## src/rtl/msi_match_pkg.sv

```systemverilog
// Shared definitions for the MSI address pattern matcher.
// Assumes the flat-mode encoding and the page size are fixed per chip.
package msi_match_pkg;
    typedef enum logic {
        TGT_WALKER = 1'b0,
        TGT_TRAP   = 1'b1
    } trap_tgt_e;

    localparam int unsigned DEF_PAGE_BITS = 12;
    localparam int unsigned DEF_PPN_W     = 44;
    localparam int unsigned DEF_MODE_W    = 4;
    localparam int unsigned DEF_FLAT_MODE = 1;
endpackage

```

## src/rtl/msi_ppn_compare.sv

```systemverilog
// Combinational decision: is this request a write into the context's
// interrupt-file page window? Assumes all inputs are stable while the
// request is offered.
module msi_ppn_compare #(
    parameter int unsigned PPN_W     = msi_match_pkg::DEF_PPN_W,
    parameter int unsigned PAGE_BITS = msi_match_pkg::DEF_PAGE_BITS,
    parameter int unsigned MODE_W    = msi_match_pkg::DEF_MODE_W,
    parameter int unsigned FLAT_MODE = msi_match_pkg::DEF_FLAT_MODE,
    localparam int unsigned ADDR_W   = PPN_W + PAGE_BITS
) (
    input  logic [ADDR_W-1:0] addr,
    input  logic              is_write,
    input  logic              msi_on,
    input  logic [MODE_W-1:0] mode,
    input  logic [PPN_W-1:0]  pattern,
    input  logic [PPN_W-1:0]  mask,
    output logic              hit
);
    localparam logic [MODE_W-1:0] FLAT_CODE = MODE_W'(FLAT_MODE);

    logic [PPN_W-1:0] ppn;
    logic [PPN_W-1:0] care_diff;
    logic             gate_ok;

    assign ppn = addr[ADDR_W-1:PAGE_BITS];

    // One bit per page-number position: a difference where the mask cares.
    for (genvar b = 0; b < PPN_W; b++) begin : g_bit
        assign care_diff[b] = (ppn[b] ^ pattern[b]) & ~mask[b];
    end

    // Enable, mode and permission gates, then the zero test.
    always_comb begin
        gate_ok = msi_on && is_write && (mode == FLAT_CODE);
        hit     = gate_ok && (care_diff == '0);
    end
endmodule

```

## src/rtl/msi_result_stage.sv

```systemverilog
// One-entry result register that steers to a trap channel or a walker
// channel. Assumes each downstream consumer may stall indefinitely; the
// request side sees ready pass through when the held entry drains.
module msi_result_stage #(
    parameter int unsigned ADDR_W = 56
) (
    input  logic              clk,
    input  logic              rst_n,
    input  logic              in_valid,
    output logic              in_ready,
    input  logic              in_hit,
    input  logic [ADDR_W-1:0] in_addr,
    input  logic              in_write,
    input  logic              trap_ready,
    input  logic              walk_ready,
    output logic              trap_valid,
    output logic              walk_valid,
    output logic              out_hit,
    output logic [ADDR_W-1:0] out_addr,
    output logic              out_write
);
    logic occ;
    logic drain;
    logic take;

    // Handshake decode for the single entry.
    always_comb begin
        drain    = occ && (out_hit ? trap_ready : walk_ready);
        in_ready = !occ || drain;
        take     = in_valid && in_ready;
    end

    // Occupancy of the entry.
    always_ff @(posedge clk) begin
        if (!rst_n)      occ <= 1'b0;
        else if (take)   occ <= 1'b1;
        else if (drain)  occ <= 1'b0;
    end

    // Payload capture on acceptance.
    always_ff @(posedge clk) begin
        if (!rst_n) begin
            out_hit   <= 1'b0;
            out_addr  <= '0;
            out_write <= 1'b0;
        end else if (take) begin
            out_hit   <= in_hit;
            out_addr  <= in_addr;
            out_write <= in_write;
        end
    end

    assign trap_valid = occ && out_hit;
    assign walk_valid = occ && !out_hit;
endmodule

```

## src/rtl/msi_bypass_matcher.sv

```systemverilog
// Top: early translation bypass for writes into interrupt-file pages.
// Matching writes leave on the trap channel with an identity translation;
// everything else leaves unchanged on the walker channel. Assumes the
// context fields are valid together with req_valid.
module msi_bypass_matcher #(
    parameter int unsigned PPN_W     = msi_match_pkg::DEF_PPN_W,
    parameter int unsigned PAGE_BITS = msi_match_pkg::DEF_PAGE_BITS,
    parameter int unsigned MODE_W    = msi_match_pkg::DEF_MODE_W,
    parameter int unsigned FLAT_MODE = msi_match_pkg::DEF_FLAT_MODE,
    localparam int unsigned ADDR_W   = PPN_W + PAGE_BITS
) (
    input  logic              clk,
    input  logic              rst_n,
    input  logic              req_valid,
    output logic              req_ready,
    input  logic [ADDR_W-1:0] req_addr,
    input  logic              req_write,
    input  logic              msi_enable,
    input  logic [MODE_W-1:0] ctx_mode,
    input  logic [PPN_W-1:0]  ctx_pattern,
    input  logic [PPN_W-1:0]  ctx_mask,
    output logic              trap_valid,
    input  logic              trap_ready,
    output logic [ADDR_W-1:0] trap_addr,
    output logic [ADDR_W-1:0] trap_page_mask,
    output logic              trap_target,
    output logic              walk_valid,
    input  logic              walk_ready,
    output logic [ADDR_W-1:0] walk_addr,
    output logic              walk_write,
    output logic              res_match
);
    import msi_match_pkg::*;

    localparam logic [ADDR_W-1:0] OFFSET_MASK = ADDR_W'((64'd1 << PAGE_BITS) - 64'd1);

    logic              hit_now;
    logic              held_hit;
    logic [ADDR_W-1:0] held_addr;
    logic              held_write;
    trap_tgt_e         tgt;

    msi_ppn_compare #(
        .PPN_W     (PPN_W),
        .PAGE_BITS (PAGE_BITS),
        .MODE_W    (MODE_W),
        .FLAT_MODE (FLAT_MODE)
    ) u_cmp (
        .addr     (req_addr),
        .is_write (req_write),
        .msi_on   (msi_enable),
        .mode     (ctx_mode),
        .pattern  (ctx_pattern),
        .mask     (ctx_mask),
        .hit      (hit_now)
    );

    msi_result_stage #(
        .ADDR_W (ADDR_W)
    ) u_stage (
        .clk        (clk),
        .rst_n      (rst_n),
        .in_valid   (req_valid),
        .in_ready   (req_ready),
        .in_hit     (hit_now),
        .in_addr    (req_addr),
        .in_write   (req_write),
        .trap_ready (trap_ready),
        .walk_ready (walk_ready),
        .trap_valid (trap_valid),
        .walk_valid (walk_valid),
        .out_hit    (held_hit),
        .out_addr   (held_addr),
        .out_write  (held_write)
    );

    // Build the identity translation and the forwarded walker request.
    always_comb begin
        tgt            = held_hit ? TGT_TRAP : TGT_WALKER;
        trap_target    = tgt;
        trap_addr      = held_addr;
        trap_page_mask = held_hit ? OFFSET_MASK : '0;
        walk_addr      = held_addr;
        walk_write     = held_write;
        res_match      = held_hit && (trap_valid || walk_valid);
    end
endmodule

```

## config.mk

```make
export PLATFORM = sky130hd
export DESIGN_NAME = msi_bypass_matcher
export DESIGN_NICKNAME = d
export VERILOG_FILES = /design/src/rtl/msi_match_pkg.sv /design/src/rtl/msi_ppn_compare.sv /design/src/rtl/msi_result_stage.sv /design/src/rtl/msi_bypass_matcher.sv
export SDC_FILE = /design/constraint.sdc
export NUM_CORES = 1
export LEC_CHECK = 0
export BUFFER_PORTS_ARGS = -buffer_cell sky130_fd_sc_hd__buf_2
export CAP_MARGIN = 20
export CORE_AREA = 2 2 129 131
export CTS_BUF_LIST = sky130_fd_sc_hd__clkbuf_8
export DETAILED_ROUTE_END_ITERATION = 12
export DIE_AREA = 0 0 131 133
export PLACE_DENSITY_LB_ADDON = 0.3
export SYNTH_ARGS = -nofsm -noshare
export SYNTH_HDL_FRONTEND = slang
export SYNTH_SLANG_ARGS = --single-unit
```

## constraint.sdc

```tcl
create_clock -name clk -period 2.57 [get_ports clk]
set_clock_uncertainty 0.05 [all_clocks]
set_input_delay 0.514 -clock clk [delete_from_list [all_inputs] [get_ports clk]]
set_output_delay 0.514 -clock clk [all_outputs]
set_load 0.005 [all_outputs]
```

==> flow_metrics.tcl, run 1 <==
set metrics [dict create \
    avgSynthCellArea_um2 8.14 \
    vias 3405 \
    status "completed" \
    antenna_cells 0 \
    hold_buffers 0 \
    regArea_mm2 0.00118 \
    design.die.area_mm2 0.0174 \
    io_pins 329 \
    grt_pass1_wl_mm 16.8 \
    cp.arrival_ns 1.40 \
    yosysUniqueCellTypes 25 \
    synthTopCellsByArea "dfxtp_1 (32%), buf_4 (24%), nand2_1 (12%)" \
    hold_viol 0 \
    cts_tree "done" \
    antenna_found_initial 1 \
    grt_usage_pct 13.0 \
    wire_per_inst_um 13.3 \
    yosys_warnings 0 \
    synth_cells 449 \
    ant_nets 0 \
    seqPwrFrac_pct 39.8 \
    p_sw_w 0.000697 \
    coreArea_mm2 0.0162 \
    viasPerCell 3.84 \
    initial_core_util_pct 22.6 \
    fillerInstances 1795 \
    cts.sinks 59 \
    irDropWorstVdd_uv 274 \
    cts_max_path_buffers 2 \
    yosys.area.top_type "dfxtp_1" \
    final_layout_size_suffix_gt1_share_pct 46.1 \
    globalRoute.totalOverflow 0 \
    multi_input_area_mm2 0.00168 \
    p_int_w 0.00183 \
    maxCapViolCount 0 \
    ys_seq_area_share_pct 32.3 \
    timing.final.max_slew_violations 0 \
    cts_buffers 9 \
    yosys-top-cells-count "buf_4 (117), nand2_1 (116), dfxtp_1 (59)" \
    p_comb_share_pct 21.0 \
    crit_path_end_kind "output pin" \
    dp_hpwl_mm 9.23 \
    clockPowerShare_pct 39.2 \
    cts.reportedPaths.clkPinSlew_ns 0.07 \
    slew_headroom_pct 56.7 \
    cts_root_buf "clkbuf_8" \
    p_leak_nw 2.53 \
    num_rows 47 \
    cts_max_level 3 \
    worst_slew_pin_slew_ns 0.643 \
    drc_errors 0 \
    drt_iter0_drc 107 \
    start_kind "flip-flop" \
    swShare_pct 27.6 \
    p_per_area_mw_per_mm2 521 \
    wl_mm 11.8 \
    synth_flop_cell "dfxtp_1" \
    grt_max_degree 60 \
    worst_ep_required_time_ns 2.01 \
    synthArstFlopShare_pct 0 \
    portBuffers 284 \
    setup_viol 0 \
    dpl_worst_slack_ns 0.603 \
    total_power_w 0.00253 \
    grt_setup_unrepaired "no" \
    reg2reg_slack_ns 0.76 \
    die_y_um 133 \
    firstDrtPassIters 4 \
    fmax_mhz 510 \
    timing.final.crit_share_pct 76.4 \
    worst-path-max-fanout 17 \
    area_delta_synth_final_pct 32.8 \
    finalNetCount 816 \
    die_w_um 131 \
    clk_latency_ns 0.34 \
    setup_tns_ns 0 \
    grt_pass1_vias 3050 \
    synth.most_common_cell "buf_4" \
    hold_class "input pin to flip-flop" \
    layout_min_cycle_time_ns 1.96 \
    synth_edf_count 0 \
    criticalPathCategory "flip-flop to output pin" \
    synth-seq-cells 59 \
    gp_congestion 0.717 \
    cts_setup_buffers 0 \
    setup_slack_ns 0.608 \
    cts_resized 0 \
    synth_top_area_share_pct 32.3 \
    syn_area_mm2 0.00365 \
]
[cell families (layout without fill, tap and decap cells)]
kind of cell / Yosys count / after routing / share of synthesized area (%)
AO/OA/AOI/OAI: 82 / 82 / 16.1
XOR/XNOR: 44 / 44 / 10.5
other: 1 / 44 / 0.103
multiplexers: 1 / 1 / 0.274
buffers and inverters: 131 / 305 / 26.1
flip-flops: 59 / 59 / 32.3
AND/OR/NAND/NOR: 131 / 131 / 14.6
[per-stage QoR]
| step | std cells | hold slack (ns) | area [µm²] | util, % |
|---|---|---|---|---|
| 6_report | 886 | 0.353 | 4850 | 30.0 |
| 5_1_grt | 886 | 0.329 | 4850 | 30.0 |
| 4_1_cts | 886 | 0.319 | 4850 | 30.0 |
| 3_5_place_dp | 870 | 0.405 | 4620 | 28.6 |
| 3_3_place_gp | 870 | 0.394 | 4620 | 28.6 |
| 2_1_floorplan | 492 | 0.401 | 3820 | - |
[power by group through the flow]
stage	sequential [W]	combinational, W	clock [W]
after floorplan	0.00103	0.000348	0
after global placement	0.00103	0.000542	0
after detailed placement	0.00103	0.000542	0
after CTS	0.00101	0.000543	0.00104
after global routing	0.00102	0.000595	0.00108
final	0.00101	0.000530	0.000991
[state kept, by name, summed over array words and instances, names as in the netlist]
| signal | flops |
|---|---|
| u_stage.out_hit | 1 |
| u_stage.occ | 1 |
| u_stage.out_addr | 56 |
| u_stage.out_write | 1 |
[critical path, stage by stage, from the launching register on]
cell	delay, ns
dfxtp_1	0.31
buf_4	0.18
mux2i_1	0.32
nand2_1	0.10
buf_2	0.14
[cell usage in the layout (no fill, tap or decap), types with 2 or more instances in the layout]
cell type	n
buf_12	2
o22ai_1	21
a21boi_1	57
xnor2_1	44
clkbuf_8	11
buf_4	3
nor4_1	5
conb_1	44
nor2_1	2
nand2_1	116
bufinv_16	2
buf_2	284
dfxtp_1	59
[layout make-up]
| cell class | instances | area share (%) |
|---|---|---|
| Clock buffer | 11 | 3.12 |
| Timing Repair Buffer | 289 | 30.6 |
| Sequential cell | 59 | 24.3 |
| Tap cell | 220 | 5.67 |
| Clock inverter | 5 | 1.57 |
| Multi-Input combinational cell | 302 | 34.7 |
[worst paths after layout]
check	end	start	cells past startpoint
hold / removal	u_stage.out_addr[2]$_SDFFE_PN0P_	req_addr[2]	3
hold reg to reg	u_stage.out_write$_SDFFE_PN0P_	u_stage.out_write$_SDFFE_PN0P_	2
setup / recovery	req_ready	u_stage.out_hit$_SDFFE_PN0P_	4
setup reg to reg	u_stage.out_hit$_SDFFE_PN0P_	u_stage.out_hit$_SDFFE_PN0P_	7
[metal layers]
layer | vias up | GRT usage [%] | share of wire (%)
li1 | 1730 | - | -
met2 | 165 | 21.5 | 48
met1 | 1495 | 16.5 | 44
met4 | 2 | 5.32 | 1.7
met5 | - | 0 | 0.093
met3 | 13 | 2.30 | 6.5
No activity file was read; power rests on OpenSTA's default activity.
==> run 2: changes to the inputs <==
- clock period: 2.57 -> 1.6 ns (I/O delays scaled with it)
==> flow_metrics.tcl, run 2 (same netlist as run 1, synthesis figures left out) <==
set metrics [dict create \
    vias 3480 \
    area_delta_synth_final_pct 33.8 \
    hold_depth 3 \
    wl_mm 12.1 \
    multi_input_area_mm2 0.00169 \
    die_y_um 133 \
    maxCapViolCount 0 \
    p_leak_nw 2.56 \
    criticalPathCategory "flip-flop to output pin" \
    viasPerCell 3.91 \
    fin_area_mm2 0.00489 \
    worst_r2r_path_depth 5 \
    slowest_delay_ns 0.35 \
    slew_headroom_pct 63.5 \
    fmax_mhz 636 \
    hold_buffers 0 \
    grt_pass1_vias 3080 \
    hold_viol 0 \
    largest_register_ffs 56 \
    cts.sinks 59 \
    antenna_found_initial 0 \
    drt_iter0_drc 152 \
    use_met1_pct 15.7 \
    worst_slew_pin_slew_ns 0.547 \
    crit_cells 3 \
    ant_nets 0 \
    grt_max_degree 60 \
    num_rows 47 \
    design.die.area_mm2 0.0174 \
    grt.met3_usage_pct 2.26 \
    cp.buffers_inverters 1 \
    coreArea_mm2 0.0162 \
    wire_per_inst_um 13.6 \
    io_pins 329 \
    use_met2_pct 22.2 \
    regArea_mm2 0.00118 \
    drc_errors 0 \
    grt_usage_pct 13.0 \
    final_layout_size_suffix_gt1_share_pct 46.7 \
    final_common_cell "buf_2" \
    path_cells "mux2i_2, nand2_1, buf_2" \
    stdcell_count 890 \
    antenna_cells 0 \
    firstDrtPassIters 4 \
    p_per_area_mw_per_mm2 797 \
    fillerInstances 1774 \
    timing.final.crit_share_pct 98.3 \
    cts_max_path_buffers 2 \
    place_inst 875 \
    cp_slowest_cell "dfxtp_2" \
    grt_pass1_wl_mm 16.8 \
    cts_root_buf "clkbuf_8" \
    hold_class "input pin to flip-flop" \
    layout_min_cycle_time_ns 1.57 \
    dp_hpwl_mm 9.83 \
    worst_ep_required_time_ns 1.23 \
    regMostFlops "u_stage.out_addr" \
    cts_buffers 9 \
    status "completed" \
    clk_latency_ns 0.34 \
    setup_tns_ns 0 \
    cts_tree "done" \
    placed_area_mm2 0.00469 \
    setup_viol 0 \
    final_cell_mix "buf_2 (284), nand2_1 (115), dfxtp_1 (58)" \
    finalNetCount 821 \
    crit_path_end_kind "output pin" \
    cts_max_level 3 \
    cp.arrival_ns 1.20 \
    timing.final.max_slew_violations 0 \
    irDropWorstVdd_uv 280 \
    worst-path-max-fanout 3 \
    grt_setup_unrepaired "yes" \
    start_kind "flip-flop" \
    path_delay_family "flip-flops" \
    gp_congestion 0.723 \
    cts.reportedPaths.clkPinSlew_ns 0.07 \
    die_w_um 131 \
    cts_setup_buffers 0 \
    globalRoute.totalOverflow 0 \
    busiest_layer "met2" \
    initial_core_util_pct 22.6 \
    portBuffers 284 \
]
[run 2: path summary, 6_finish.rpt]
path | start | endpoint | slack (ns)
hold reg to reg | u_stage.out_write$_SDFFE_PN0P_ | u_stage.out_write$_SDFFE_PN0P_ | 0.41
setup / recovery | u_stage.out_hit$_SDFFE_PN0P_ | req_ready | 0.03
setup reg to reg | u_stage.out_hit$_SDFFE_PN0P_ | u_stage.out_hit$_SDFFE_PN0P_ | 0.12
hold / removal | req_addr[1] | u_stage.out_addr[1]$_SDFFE_PN0P_ | 0.15
[run 2: through the flow]
step	power [W]	utilization, %	hold WS, ns	worst slack [ns]
after floorplan	0.00221	-	0.401	0.0161
after global placement	0.00255	29.0	0.400	-0.269
after detailed placement	0.00255	29.0	0.402	-0.261
after CTS	0.00399	30.2	0.118	-0.00796
after global routing	0.00413	30.2	0.138	-0.0360
final	0.00390	30.2	0.154	0.0269
[run 2: worst reg2reg max path, cell delays in order, from the launching register on]
cell	delay, ns
dfxtp_2	0.34
mux2i_2	0.16
a21bo_2	0.28
nor4_2	0.33
nand4_1	0.12
o21ai_1	0.14
[run 2: metal layers]
layer | up-vias | wire length (µm)
met4 | 0 | 191
met5 | - | 0
li1 | 1739 | -
met3 | 10 | 736
met1 | 1560 | 5240
met2 | 171 | 5920
[run 2: area by class of cell]
cell class | instances | area share (%)
sequential | 59 | 24.2
timing repair buffer | 294 | 31.6
clock inverter | 4 | 0.870
tap | 220 | 5.63
clock buffer | 11 | 3.10
multi-input combinational | 302 | 34.6
[run 2: power by group]
group          leakage [nW]  switching, W  internal [W]
Combinational          1.97      0.000425      0.000456
Clock                 0.108      0.000611      0.000782
Sequential            0.486     0.0000668       0.00155
Total                  2.56       0.00110       0.00279
[run 2: what timing repair did]
item                       in CTS  in global routing
setup endpoints to repair       1                  5
gates resized for setup         1                  1
pin swaps                       1                  1
==> run 3: changes to the inputs <==
- HOLD_SLACK_MARGIN: unset -> 0.02
- clock period: 1.6 -> 1.3 ns (I/O delays scaled with it)
==> flow_metrics.tcl, run 3 (same netlist as run 1, synthesis figures left out) <==
set metrics [dict create \
    p_per_area_mw_per_mm2 910 \
    cts_max_level 3 \
    regMostFlops "u_stage.out_addr" \
    status "finished, violations left" \
    p_int_w 0.00354 \
    num_rows 47 \
    maxCapViolCount 0 \
    p_sw_w 0.00138 \
    ant_nets 0 \
    crit_path_end_kind "output pin" \
    seqPwrFrac_pct 40.4 \
    slew_headroom_pct 61.5 \
    fin_area_mm2 0.00541 \
    cts_root_buf "clkbuf_8" \
    grt_pass1_vias 3203 \
    timing.final.max_slew_violations 0 \
    fillerInstances 1758 \
    hold_viol 0 \
    firstDrtPassIters 4 \
    grt_pass1_wl_mm 17.6 \
    layout_min_cycle_time_ns 1.57 \
    viasPerCell 3.87 \
    wl_mm 12.9 \
    final_common_cell "buf_2" \
    die_y_um 133 \
    hold_class "input pin to flip-flop" \
    area_delta_synth_final_pct 48.0 \
    setup_tns_ns -13.85 \
    grt_max_degree 28 \
    vias 3608 \
    die_w_um 131 \
    worst-path-max-fanout 2 \
    fmax_mhz 638 \
    cts_max_path_buffers 2 \
    setup_viol 75 \
    final_cell_mix "buf_2 (268), nand2_1 (115), dfxtp_1 (58)" \
    antenna_found_initial 0 \
    dp_hpwl_mm 10.0 \
    coreArea_mm2 0.0162 \
    io_pins 329 \
    globalRoute.totalOverflow 0 \
    grt_usage_pct 13.8 \
    cp.arrival_ns 1.26 \
    clockPowerShare_pct 34.4 \
    cts.sinks 59 \
    p_comb_share_pct 25.2 \
    cts.reportedPaths.clkPinSlew_ns 0.07 \
    final_layout_size_suffix_gt1_share_pct 50.5 \
    timing.final.crit_share_pct 121 \
    placed_area_mm2 0.00494 \
    wire_per_inst_um 13.8 \
    swShare_pct 28.0 \
    setup_slack_ns -0.267 \
    gp_congestion 0.715 \
    worst_ep_required_time_ns 0.99 \
    finalNetCount 864 \
    violations "setup timing" \
    grt_setup_unrepaired "yes" \
    clk_latency_ns 0.35 \
    p_leak_nw 2.81 \
    cts_tree "done" \
    antenna_cells 0 \
    largest_register_ffs 56 \
    criticalPathCategory "flip-flop to output pin" \
    worst_slew_pin_slew_ns 0.573 \
    design.die.area_mm2 0.0174 \
    portBuffers 284 \
    irDropWorstVdd_uv 513 \
    hold_buffers 0 \
    drt_iter0_drc 104 \
    initial_core_util_pct 22.6 \
    drc_errors 0 \
    start_kind "flip-flop" \
    cts_buffers 9 \
]
run 3: final timing paths:
kind	from	to	slack, ns	depth (start not counted)
worst min register to register	u_stage.out_write$_SDFFE_PN0P_	u_stage.out_write$_SDFFE_PN0P_	0.40	2
worst max register to register	u_stage.out_hit$_SDFFE_PN0P_	u_stage.out_hit$_SDFFE_PN0P_	-0.26	7
worst min-delay path	req_addr[5]	u_stage.out_addr[5]$_SDFFE_PN0P_	0.1	3
worst max-delay path	u_stage.out_hit$_SDFFE_PN0P_	req_ready	-0.27	4
run 3: area by class of cell:
| class | instances | area (µm²) | share of cell area, % |
|---|---|---|---|
| Timing Repair Buffer | 337 | 2030 | 37.5 |
| Multi-Input combinational cell | 302 | 1730 | 32.0 |
| Sequential cell | 59 | 1180 | 21.9 |
| Tap cell | 220 | 275 | 5.09 |
| Clock buffer | 11 | 151 | 2.80 |
| Clock inverter | 4 | 42.5 | 0.786 |
run 3: repair_timing:
action | in CTS | in global routing
setup endpoints to repair | 75 | 75
gates cloned | 2 | 1
pin swaps | 2 | 6
setup buffers | 4 | 3
resized for setup | 17 | 16
run 3: power groups by stage:
stage / Clock (W) / Combinational [W] / Sequential, W
floorplan: 0 / 0.000704 / 0.00203
global placement: 0 / 0.00119 / 0.00203
detailed placement: 0 / 0.00119 / 0.00203
CTS: 0.00178 / 0.00124 / 0.00199
global route: 0.00186 / 0.00138 / 0.00201
finish: 0.00169 / 0.00124 / 0.00199
run 3: layer usage:
metal	vias up	part of all wire, %	global-route usage (%)
met3	9	6.6	3.19
li1	1828	-	-
met1	1607	43	17.6
met4	0	0.92	4.08
met5	-	0	0
met2	164	50	23.1
run 3: metrics by stage:
step / hold WS [ns] / std cells / worst slack (ns) / util (%) / total power, W
finish: 0.0957 / 933 / -0.267 / 33.4 / 0.00492
global route: 0.0806 / 933 / -0.351 / 33.4 / 0.00524
CTS: 0.0697 / 930 / -0.296 / 32.8 / 0.00501
detailed placement: 0.398 / 909 / -0.614 / 30.5 / 0.00322
global placement: 0.392 / 909 / -0.599 / 30.5 / 0.00322
floorplan: 0.345 / 492 / -0.130 / - / 0.00273
run 3: worst max-delay path, stage by stage (launching register included):
cell	delay, ns
dfxtp_4	0.37
mux2i_4	0.23
nand2_2	0.08
buf_6	0.12
buf_6	0.11
